==> src/rtl/cam_hp_pkg.sv <==
package cam_hp_pkg;

  typedef enum logic [1:0] {
    CYC_CW = 2'd0,
    CYC_CR = 2'd1,
    CYC_DW = 2'd2,
    CYC_DR = 2'd3
  } cyc_e;

  localparam int OP_CLS_LSB = 12;
  localparam int OP_AF_BIT  = 11;

  localparam logic [3:0] CLS_REDIR = 4'h1;
  localparam logic [3:0] CLS_PSRC  = 4'h2;
  localparam logic [3:0] CLS_PDST  = 4'h3;

  // redirect targets
  localparam logic [3:0] TGT_ADDR = 4'd0;
  localparam logic [3:0] TGT_CTRL = 4'd1;
  localparam logic [3:0] TGT_PAGE = 4'd2;
  localparam logic [3:0] TGT_SEG  = 4'd3;
  localparam logic [3:0] TGT_DSEL = 4'd4;
  localparam logic [3:0] TGT_NFA  = 4'd5;
  localparam logic [3:0] TGT_PSRB = 4'd6;
  localparam logic [3:0] TGT_PDRB = 4'd7;

  // persistent resources
  localparam logic [3:0] RES_CMP      = 4'd0;
  localparam logic [3:0] RES_MSK1     = 4'd1;
  localparam logic [3:0] RES_MSK2     = 4'd2;
  localparam logic [3:0] RES_ARR_ADDR = 4'd3;
  localparam logic [3:0] RES_ARR_NFA  = 4'd4;
  localparam logic [3:0] RES_ARR_HIT  = 4'd5;

  function automatic cyc_e cyc_of(input logic cmd_n, input logic wr_n);
    return cyc_e'({cmd_n, wr_n});
  endfunction

  function automatic logic [3:0] op_class(input logic [15:0] w);
    return w[OP_CLS_LSB +: 4];
  endfunction

  function automatic logic [3:0] op_code(input logic [15:0] w);
    return w[3:0];
  endfunction

  function automatic logic dest_ok(input logic [3:0] c);
    return c <= RES_ARR_HIT;
  endfunction

  function automatic logic src_ok(input logic [3:0] c);
    return (c <= RES_ARR_HIT) && (c != RES_ARR_NFA);
  endfunction

  function automatic logic res_is_array(input logic [3:0] c);
    return (c == RES_ARR_ADDR) || (c == RES_ARR_NFA) || (c == RES_ARR_HIT);
  endfunction

  function automatic logic is_dsel_redirect(input logic [15:0] w);
    return (op_class(w) == CLS_REDIR) && (op_code(w) == TGT_DSEL);
  endfunction

endpackage

==> src/rtl/cam_hp_select.sv <==
module cam_hp_select
  import cam_hp_pkg::*;
#(
  parameter int DATA_W = 16
) (
  input  logic              en_n,
  input  logic              cmd_n,
  input  logic              wr_n,
  input  logic [DATA_W-1:0] din,
  input  logic [DATA_W-1:0] ds_q,
  input  logic [DATA_W-1:0] page_q,
  input  logic              redir_pend,
  input  logic [3:0]        redir_tgt,
  input  logic              af_pend,
  output logic              sel_rd,
  output logic              sel_wr,
  output logic              acc_cw,
  output logic              acc_cr,
  output logic              acc_dw,
  output logic              acc_dr,
  output logic              acc_any
);

  cyc_e cyc;
  logic live;
  logic ds_cmd;

  always_comb begin
    cyc    = cyc_of(cmd_n, wr_n);
    live   = !en_n;
    sel_rd = (ds_q == page_q);
    sel_wr = sel_rd || (&ds_q);
    // path that stays open while deselected: arm or complete a device-select load
    if (redir_pend) ds_cmd = (redir_tgt == TGT_DSEL);
    else            ds_cmd = !af_pend && is_dsel_redirect(din[15:0]);
    acc_cw  = live && (cyc == CYC_CW) && (sel_wr || ds_cmd);
    acc_cr  = live && (cyc == CYC_CR) && sel_rd;
    acc_dw  = live && (cyc == CYC_DW) && sel_wr;
    acc_dr  = live && (cyc == CYC_DR) && sel_rd;
    acc_any = acc_cw || acc_cr || acc_dw || acc_dr;
  end

endmodule

==> src/rtl/cam_hp_cmd.sv <==
module cam_hp_cmd
  import cam_hp_pkg::*;
#(
  parameter int DATA_W = 16,
  parameter int STAT_W = 32
) (
  input  logic              clk,
  input  logic              rst_n,
  input  logic              acc_cw,
  input  logic              acc_cr,
  input  logic              acc_any,
  input  logic [DATA_W-1:0] din,
  input  logic [STAT_W-1:0] status_in,
  input  logic [DATA_W-1:0] nfa_in,
  output logic [DATA_W-1:0] addr_q,
  output logic [DATA_W-1:0] ds_q,
  output logic [DATA_W-1:0] page_q,
  output logic              redir_pend,
  output logic [3:0]        redir_tgt,
  output logic              af_pend,
  output logic              stat_hi_pend,
  output logic [3:0]        ps_code,
  output logic [3:0]        pd_code,
  output logic [DATA_W-1:0] cr_data
);

  localparam int HALF_W = STAT_W / 2;

  logic [DATA_W-1:0] ctrl_q;
  logic [DATA_W-1:0] seg_q;
  logic [DATA_W-1:0] ps_word;
  logic [DATA_W-1:0] pd_word;

  logic       new_ins;
  logic [3:0] ins_cls;
  logic [3:0] ins_code;
  logic       ins_redir;
  logic       ins_psrc;
  logic       ins_pdst;

  always_comb begin
    new_ins   = acc_cw && !redir_pend && !af_pend;
    ins_cls   = op_class(din[15:0]);
    ins_code  = op_code(din[15:0]);
    ins_redir = new_ins && (ins_cls == CLS_REDIR) && (ins_code <= TGT_PDRB);
    ins_psrc  = new_ins && (ins_cls == CLS_PSRC) && src_ok(ins_code);
    ins_pdst  = new_ins && (ins_cls == CLS_PDST) && dest_ok(ins_code);
  end

  always_ff @(posedge clk) begin
    if (!rst_n) begin
      addr_q       <= '0;
      ctrl_q       <= '0;
      page_q       <= '0;
      seg_q        <= '0;
      ds_q         <= '0;
      redir_pend   <= 1'b0;
      redir_tgt    <= TGT_ADDR;
      af_pend      <= 1'b0;
      stat_hi_pend <= 1'b0;
      ps_code      <= RES_CMP;
      pd_code      <= RES_CMP;
      ps_word      <= '0;
      pd_word      <= '0;
    end else if (acc_any) begin
      redir_pend   <= ins_redir;
      af_pend      <= new_ins && din[OP_AF_BIT];
      stat_hi_pend <= acc_cr && !redir_pend && !stat_hi_pend;
      if (ins_redir) redir_tgt <= ins_code;
      if (acc_cw && redir_pend) begin
        case (redir_tgt)
          TGT_ADDR: addr_q <= din;
          TGT_CTRL: ctrl_q <= din;
          TGT_PAGE: page_q <= din;
          TGT_SEG:  seg_q  <= din;
          TGT_DSEL: ds_q   <= din;
          default:  ;
        endcase
      end else if (acc_cw && af_pend) begin
        addr_q <= din;
      end
      if (ins_psrc) begin
        ps_code <= ins_code;
        ps_word <= din;
      end
      if (ins_pdst) begin
        pd_code <= ins_code;
        pd_word <= din;
      end
    end
  end

  always_comb begin
    cr_data = '0;
    if (redir_pend) begin
      case (redir_tgt)
        TGT_ADDR: cr_data = addr_q;
        TGT_CTRL: cr_data = ctrl_q;
        TGT_PAGE: cr_data = page_q;
        TGT_SEG:  cr_data = seg_q;
        TGT_DSEL: cr_data = ds_q;
        TGT_NFA:  cr_data = nfa_in;
        TGT_PSRB: cr_data = ps_word;
        TGT_PDRB: cr_data = pd_word;
        default:  cr_data = '0;
      endcase
    end else if (stat_hi_pend) begin
      cr_data = DATA_W'(status_in[STAT_W-1:HALF_W]);
    end else begin
      cr_data = DATA_W'(status_in[HALF_W-1:0]);
    end
  end

endmodule

==> src/rtl/cam_hp_data.sv <==
module cam_hp_data
  import cam_hp_pkg::*;
#(
  parameter int DATA_W = 16
) (
  input  logic              clk,
  input  logic              rst_n,
  input  logic              acc_dw,
  input  logic              acc_dr,
  input  logic [DATA_W-1:0] din,
  input  logic [3:0]        ps_code,
  input  logic [3:0]        pd_code,
  input  logic [DATA_W-1:0] addr_q,
  input  logic [DATA_W-1:0] nfa_in,
  input  logic [DATA_W-1:0] hit_in,
  input  logic [DATA_W-1:0] arr_rdata,
  output logic              arr_we,
  output logic [DATA_W-1:0] arr_wr_addr,
  output logic [DATA_W-1:0] arr_wdata,
  output logic              arr_re,
  output logic [DATA_W-1:0] arr_rd_addr,
  output logic [DATA_W-1:0] dr_data
);

  logic [DATA_W-1:0] cmp_q;
  logic [DATA_W-1:0] msk1_q;
  logic [DATA_W-1:0] msk2_q;

  always_ff @(posedge clk) begin
    if (!rst_n) begin
      cmp_q  <= '0;
      msk1_q <= '0;
      msk2_q <= '0;
    end else if (acc_dw) begin
      case (pd_code)
        RES_CMP:  cmp_q  <= din;
        RES_MSK1: msk1_q <= din;
        RES_MSK2: msk2_q <= din;
        default:  ;
      endcase
    end
  end

  always_comb begin
    arr_we    = acc_dw && res_is_array(pd_code);
    arr_wdata = din;
    case (pd_code)
      RES_ARR_NFA: arr_wr_addr = nfa_in;
      RES_ARR_HIT: arr_wr_addr = hit_in;
      default:     arr_wr_addr = addr_q;
    endcase
    arr_re      = acc_dr && res_is_array(ps_code);
    arr_rd_addr = (ps_code == RES_ARR_HIT) ? hit_in : addr_q;
    case (ps_code)
      RES_CMP:      dr_data = cmp_q;
      RES_MSK1:     dr_data = msk1_q;
      RES_MSK2:     dr_data = msk2_q;
      RES_ARR_ADDR: dr_data = arr_rdata;
      RES_ARR_HIT:  dr_data = arr_rdata;
      default:      dr_data = '0;
    endcase
  end

endmodule

==> src/rtl/cam_host_port.sv <==
module cam_host_port
  import cam_hp_pkg::*;
#(
  parameter int DATA_W = 16
) (
  input  logic                clk,
  input  logic                rst_n,
  input  logic                en_n,
  input  logic                cmd_n,
  input  logic                wr_n,
  input  logic [DATA_W-1:0]   data_in,
  output logic [DATA_W-1:0]   data_out,
  output logic                data_oe,
  input  logic [2*DATA_W-1:0] status_in,
  input  logic [DATA_W-1:0]   nfa_in,
  input  logic [DATA_W-1:0]   hit_in,
  output logic                arr_we,
  output logic [DATA_W-1:0]   arr_wr_addr,
  output logic [DATA_W-1:0]   arr_wdata,
  output logic                arr_re,
  output logic [DATA_W-1:0]   arr_rd_addr,
  input  logic [DATA_W-1:0]   arr_rdata
);

  localparam int STAT_W = 2 * DATA_W;

  logic              sel_rd, sel_wr;
  logic              acc_cw, acc_cr, acc_dw, acc_dr, acc_any;
  logic [DATA_W-1:0] addr_q, ds_q, page_q;
  logic              redir_pend, af_pend, stat_hi_pend;
  logic [3:0]        redir_tgt, ps_code, pd_code;
  logic [DATA_W-1:0] cr_data, dr_data;

  cam_hp_select #(.DATA_W(DATA_W)) u_sel (
    .en_n       (en_n),
    .cmd_n      (cmd_n),
    .wr_n       (wr_n),
    .din        (data_in),
    .ds_q       (ds_q),
    .page_q     (page_q),
    .redir_pend (redir_pend),
    .redir_tgt  (redir_tgt),
    .af_pend    (af_pend),
    .sel_rd     (sel_rd),
    .sel_wr     (sel_wr),
    .acc_cw     (acc_cw),
    .acc_cr     (acc_cr),
    .acc_dw     (acc_dw),
    .acc_dr     (acc_dr),
    .acc_any    (acc_any)
  );

  cam_hp_cmd #(.DATA_W(DATA_W), .STAT_W(STAT_W)) u_cmd (
    .clk          (clk),
    .rst_n        (rst_n),
    .acc_cw       (acc_cw),
    .acc_cr       (acc_cr),
    .acc_any      (acc_any),
    .din          (data_in),
    .status_in    (status_in),
    .nfa_in       (nfa_in),
    .addr_q       (addr_q),
    .ds_q         (ds_q),
    .page_q       (page_q),
    .redir_pend   (redir_pend),
    .redir_tgt    (redir_tgt),
    .af_pend      (af_pend),
    .stat_hi_pend (stat_hi_pend),
    .ps_code      (ps_code),
    .pd_code      (pd_code),
    .cr_data      (cr_data)
  );

  cam_hp_data #(.DATA_W(DATA_W)) u_data (
    .clk         (clk),
    .rst_n       (rst_n),
    .acc_dw      (acc_dw),
    .acc_dr      (acc_dr),
    .din         (data_in),
    .ps_code     (ps_code),
    .pd_code     (pd_code),
    .addr_q      (addr_q),
    .nfa_in      (nfa_in),
    .hit_in      (hit_in),
    .arr_rdata   (arr_rdata),
    .arr_we      (arr_we),
    .arr_wr_addr (arr_wr_addr),
    .arr_wdata   (arr_wdata),
    .arr_re      (arr_re),
    .arr_rd_addr (arr_rd_addr),
    .dr_data     (dr_data)
  );

  always_ff @(posedge clk) begin
    if (!rst_n) begin
      data_oe  <= 1'b0;
      data_out <= '0;
    end else begin
      data_oe <= acc_cr || acc_dr;
      if (acc_cr)      data_out <= cr_data;
      else if (acc_dr) data_out <= dr_data;
      else             data_out <= '0;
    end
  end

endmodule

==> config.mk <==
export PLATFORM = sky130hd
export DESIGN_NAME = cam_host_port
export DESIGN_NICKNAME = d
export VERILOG_FILES = /design/src/rtl/cam_hp_pkg.sv /design/src/rtl/cam_hp_select.sv /design/src/rtl/cam_hp_cmd.sv /design/src/rtl/cam_hp_data.sv /design/src/rtl/cam_host_port.sv
export SDC_FILE = /design/constraint.sdc
export NUM_CORES = 1
export LEC_CHECK = 0
export BUFFER_PORTS_ARGS = -buffer_cell sky130_fd_sc_hd__buf_4
export CAP_MARGIN = 25
export CORE_ASPECT_RATIO = 0.75
export CORE_UTILIZATION = 50
export DETAILED_ROUTE_END_ITERATION = 6
export GPL_ROUTABILITY_DRIVEN = 1
export PLACE_DENSITY = 0.82
export SETUP_SLACK_MARGIN = 0.5
export SYNTH_ARGS = -nofsm -noshare
export SYNTH_HDL_FRONTEND = slang
export SYNTH_SLANG_ARGS = --single-unit
export TNS_END_PERCENT = 30
==> constraint.sdc <==
create_clock -name clk -period 6.5 [get_ports clk]
set_clock_uncertainty 0.05 [all_clocks]
set_input_delay 0.65 -clock clk [delete_from_list [all_inputs] [get_ports clk]]
set_output_delay 0.65 -clock clk [all_outputs]
set_load 0.1 [all_outputs]
* After elaboration in Yosys (flattened, before gate mapping)
Cells that the tools add are included.
Operators by class: reduce and logical (&&, ||, !) cells 58, mux-type cells 12, $lt $le $gt $ge 2, equal/unequal tests 27
Operators by type and width (count):
- $mux W16 | 8
- $pmux W16 S8 | 1
- $pmux W16 S4 | 1
- $eq A4 B3 Y1 const B | 9
- $eq A4 B2 Y1 const B | 8
- $pmux W16 S2 | 1
- $logic_and A1 B1 Y1 | 26
- $eq A16 B16 Y1 | 1
- $eq A4 B1 Y1 const B | 4
- $reduce_and A16 Y1 | 1
- $reduce_and A3 Y1 | 5
- $logic_not A4 Y1 | 3
- $reduce_and A2 Y1 | 6
- $logic_or A1 B1 Y1 | 10
- $le A4 B3 Y1 const B | 2
- $eq A2 B2 Y1 const B | 2
- $logic_not A1 Y1 | 4
- $ne A4 B3 Y1 const B | 1
- $eq A2 B1 Y1 const B | 1
- $logic_not A2 Y1 | 1
- $ne A2 B2 Y1 const B | 1
- $reduce_bool A2 Y1 | 1
- $reduce_or A2 Y1 | 1
- $mux W1 | 1
Storage, ports and cells: register bits after elaboration 192, output and inout bits 67

* Depth between registers and ports, before layout
depth after elaboration 11, depth in mapped cells 10

* Hierarchy
A second synthesis with hierarchy kept.
Second synthesis, totals: cells, all modules 1098, area, all modules 9912.0 µm²
By module, submodules not included:
- cam_hp_cmd | area an instance 5928.2 µm², instances 1, cells an instance 645, seq. area each 2382.3 µm²
- cam_hp_data | area an instance 2990.4 µm², instances 1, cells an instance 335, seq. area each 960.9 µm²
- cam_host_port | area an instance 668.1 µm², instances 1, cells an instance 74, seq. area each 340.3 µm²
- cam_hp_select | area an instance 325.3 µm², instances 1, cells an instance 44, seq. area each 0.0 µm²

* Worst setup path after synthesis
Ideal clock, no wire load.
path type flip-flop to output port, start register, netlist name u_cmd.pd_word[0], end output port arr_we, slack 2.121 ns, cell stages (with the launch flop) 5, arrival 3.679 ns, cell sequence dfxtp_1 -> buf_1 -> buf_1 -> nand3b_1 -> a211oi_1
RTL lines:
- end, declared | line cam_host_port.sv:17 | output logic arr_we,

* Worst setup path in the final report
start register u_cmd.redir_pend, end register u_cmd.pd_word[15]
Between the ends: longest elaborated chain between the ends 8, elaborated cells between the ends (all ways) 12, those cells by class 1 x mux; 11 x reduce/logical
RTL lines:
- start, declared | line cam_hp_cmd.sv:18 | output logic redir_pend,
- start signal, assigned | line cam_hp_cmd.sv:66 | redir_pend <= ins_redir;
- $mux W1 | line cam_hp_select.sv:34 | if (redir_pend) ds_cmd = (redir_tgt == TGT_DSEL);
- $logic_or A1 B1 Y1 | line cam_hp_select.sv:36 | acc_cw = live && (cyc == CYC_CW) && (sel_wr || ds_cmd);
- $logic_and A1 B1 Y1 | line cam_hp_select.sv:36
- $logic_and A1 B1 Y1 (2 in series) | line cam_hp_cmd.sv:42 | new_ins = acc_cw && !redir_pend && !af_pend;
- $logic_and A1 B1 Y1 (2 in series) | line cam_hp_cmd.sv:47 | ins_pdst = new_ins && (ins_cls == CLS_PDST) && dest_ok(ins_code);
- $reduce_and A2 Y1 (no source line) (*)
- end signal, assigned | line cam_hp_cmd.sv:88 | pd_word <= din;
- end, declared | line cam_hp_cmd.sv:32 | logic [DATA_W-1:0] pd_word;
Mark *: on every way between the ends. The rest lies on a longest branch, timed or not. A chain may end at the register's enable or synchronous reset.

==> impl_results.md <==
* Status: finished clean
* Wire per inst at 21.6 µm
* Core Area at around 18000 µm²
* Register area share after synthesis at about two fifths
* Die Footprint at between 15000 and 20000 µm²
* Worst setup SP type: register
* Commonest non-fill, non-tap cells in the layout: nand2_1 (190), dfxtp_1 (184), mux2i_1 (179), buf_4 (178), nor2_1 (44)
* Die X at ~160 µm
* Ant diodes at 0
* Avg Inst Size Synth at 9.01 µm²
* Hold Fails Final Rpt at 0
* Synth Area in XOR/XNOR at about 1.6%
* H-tree Lvls at 4
* DP HPWL at around 21000 µm
* CTS tree: done
* Crit-path cells: nand2b_1, nor4b_2, nor3_1, nand2_1, nand3_1, and3_1
* Post-synthesis mux area share at a little under a quarter
* Internal power at ~1900 µW
* Placement Rows at 42
* Share of layout cells above drive strength 1 at 21.9%
* Critical path required time at between 6 and 7 ns
* Antenna-violating nets left at 0
* Largest net degree at the start of global routing at 68
* Clock sink count at 184
* Switch Pwr at between 600 and 700 µW
* Pwr/cell area at between 200 and 250 nW/µm²
* Synthesis Warnings at 0
* Reg clk slew, reported paths at roughly 0.070 ns
* Critical path arrival at 4.27 ns
* Fin area at ~11000 µm²
* Post-synthesis async set-or-reset flop share at 0%
* Hold Path Class: register to register
* Ys flop type: dfxtp_1
* Vias/cell at just over 6
* Starting DRT DRC Count at between 1000 and 1500
* Leading cell type in the layout, fill and taps excluded: nand2_1
* Die H at 120 µm
* Filler cells at about 1500
* Area delta synth->final at 21.4%
* Postcts setup bufs at 0
* FMAX at about 250 MHz
* VDD IR max at ~0.00016 V
* Crit path kind: register to register
* Measured slew at the worst slew-check pin at 1.09 ns
* CP endpoint kind: register
* Largest family of logic cells by synthesized area: multiplexers
* Worst Path Max Fanout at 27
* Clk network pwr share at a little under half
* Max_slew headroom at 27.0%
* Hold Slack at around 0.4 ns
* Post-Synth Simple-Gate Area at about 16%
* Fin crit period at between 3 and 4 ns
* Setup TNS at 0 ns
* GRT overflow at 0
* Gr usage total at ~31%
* Skew-Pair Late Insertion Delay at between 0.4 and 0.5 ns
* Dpl cells at 1350
* RSZ-0062 raised after global routing: false
* Final Wtd Congestion at 0.950
* Port buffer count at 167
* Register Area at 3680 µm²
* Sequential Power Share at approximately 45%
* Synth Area in Adders at 0%
* Max-cap viol count at 0
* Non-filler cells, final at ~1400
* Final Setup Violations at 0
* Syn Nets at 1124
* Max incr delay on CP at approximately 0.97 ns
* Initial antenna violation count at 0
* EDFF count, synth at 0
* Share of the clock period used by the worst path at around 61%
* PnR worst setup slack at roughly 2.5 ns
* Post-synthesis compound-gate area fraction at between 10% and 20%
* First-pass GRT wire length at ~45000 µm
* Cts hold-fix bufs at 0
* Clk buf depth at 2
* Seq cells post-synth at roughly 180
* Pre-CTS setup slack at around 2.6 ns
* Vias at approximately 8500
* First drt pass iteration count at 7
* Leakage power at ~0.0047 µW
* Area of the multi-input gates at 5070 µm²
* Ports at 168
* Drt total wl at about 30000 µm
* Gate Count Post-Synth at just over 1000
* Initial Util at between 50% and 60%
* Slowest-stage cell, CP: dfxtp_1
* Post-placement cell area at about 10000 µm²
* Number of nets in the layout at between 1000 and 1500
* Post-synth cell types at 54
* Drc violations at 0
* Number of buffers created by CTS at 17
* Root Buffer: clkbuf_16
* Post-Syn Area at 9220 µm²
* Combinational power share at about 9%
* Sw Ratio at 24.5%
* Cts repair resizes at 0
* Vias in the first global route at 7963
* Slew Limit Fails at 0
final timing paths:
path / from / end / slack [ns] / cells past startpoint
setup / recovery: u_cmd.redir_pend / u_cmd.pd_word[15] / 2.50 / 6
hold / removal: u_cmd.ps_word[13] / u_cmd.ps_word[13] / 0.40 / 2
setup reg to reg: u_cmd.redir_pend / u_cmd.pd_word[15] / 2.50 / 6
hold reg to reg: u_cmd.ps_word[13] / u_cmd.ps_word[13] / 0.40 / 2
logic make-up after synthesis:
group	after synthesis
simple gates	325
mux	205
compound gates	187
flops	184
buf+inv	105
xor+xnor	17
layout make-up:
| type | count | area share, % |
|---|---|---|
| multi-input combinational | 734 | 45.3 |
| inverter | 11 | 0.369 |
| timing repair buffer | 183 | 12.9 |
| clock inverter | 13 | 1.92 |
| sequential | 184 | 32.9 |
| clock buffer | 19 | 3.87 |
| tap | 242 | 2.71 |
sequential cells by signal, indices dropped and copies added, names as in the netlist:
register / cells
u_data.cmp_q: 16
u_cmd.af_pend: 1
u_cmd.addr_q: 16
data_out: 16
u_cmd.ps_word: 16
u_cmd.ctrl_q: 16
u_cmd.stat_hi_pend: 1
u_cmd.seg_q: 16
u_cmd.redir_tgt: 4
u_data.msk1_q: 16
u_cmd.ds_q: 16
u_data.msk2_q: 16
u_cmd.page_q: 16
u_cmd.redir_pend: 1
data_oe: 1
u_cmd.pd_word: 16
synthesized netlist by cell type (17+ instances only):
library cell	number	share of area [%]
nor2_1	45	1.8
mux2_2	22	2.7
xor2_1	17	1.6
a22o_1	25	2.4
clkbuf_1	53	2.2
mux2i_1	179	19
dfxtp_1	184	40
nand2_1	190	7.7
o22ai_1	19	1.3
o21ai_0	25	1.4
a22oi_1	43	3.5
a21oi_1	43	2.3
buf_4	19	1.5
metal layers:
| metal | wire (µm) | GRT usage (%) | part of all wire (%) |
|---|---|---|---|
| met5 | 0 | 0 | 0 |
| met2 | 13700 | 49.2 | 46 |
| met3 | 3540 | 10.6 | 12 |
| met1 | 12000 | 40.1 | 40 |
| met4 | 777 | 10.3 | 2.6 |
through the flow:
step                power, µW  util, %
detailed placement       1380     58.6
global route             2570     62.8
CTS                      2500     62.3
global placement         1380     58.6
floorplan                1290        -
finish                   2510     62.8
critical path: cells and delay by family, from the launching register on:
family        cells  cell delay, ns
flops             1            0.97
simple gates      6            2.84
power groups by stage:
| stage | logic, µW | registers (µW) | clock network [µW] |
|---|---|---|---|
| final | 227 | 1140 | 1150 |
| after global routing | 236 | 1140 | 1190 |
| after CTS | 219 | 1140 | 1150 |
| after detailed placement | 218 | 1170 | 0 |
| after global placement | 216 | 1170 | 0 |
| after floorplan | 114 | 1180 | 0 |
Note: power is estimated with default switching activity, not from simulation.
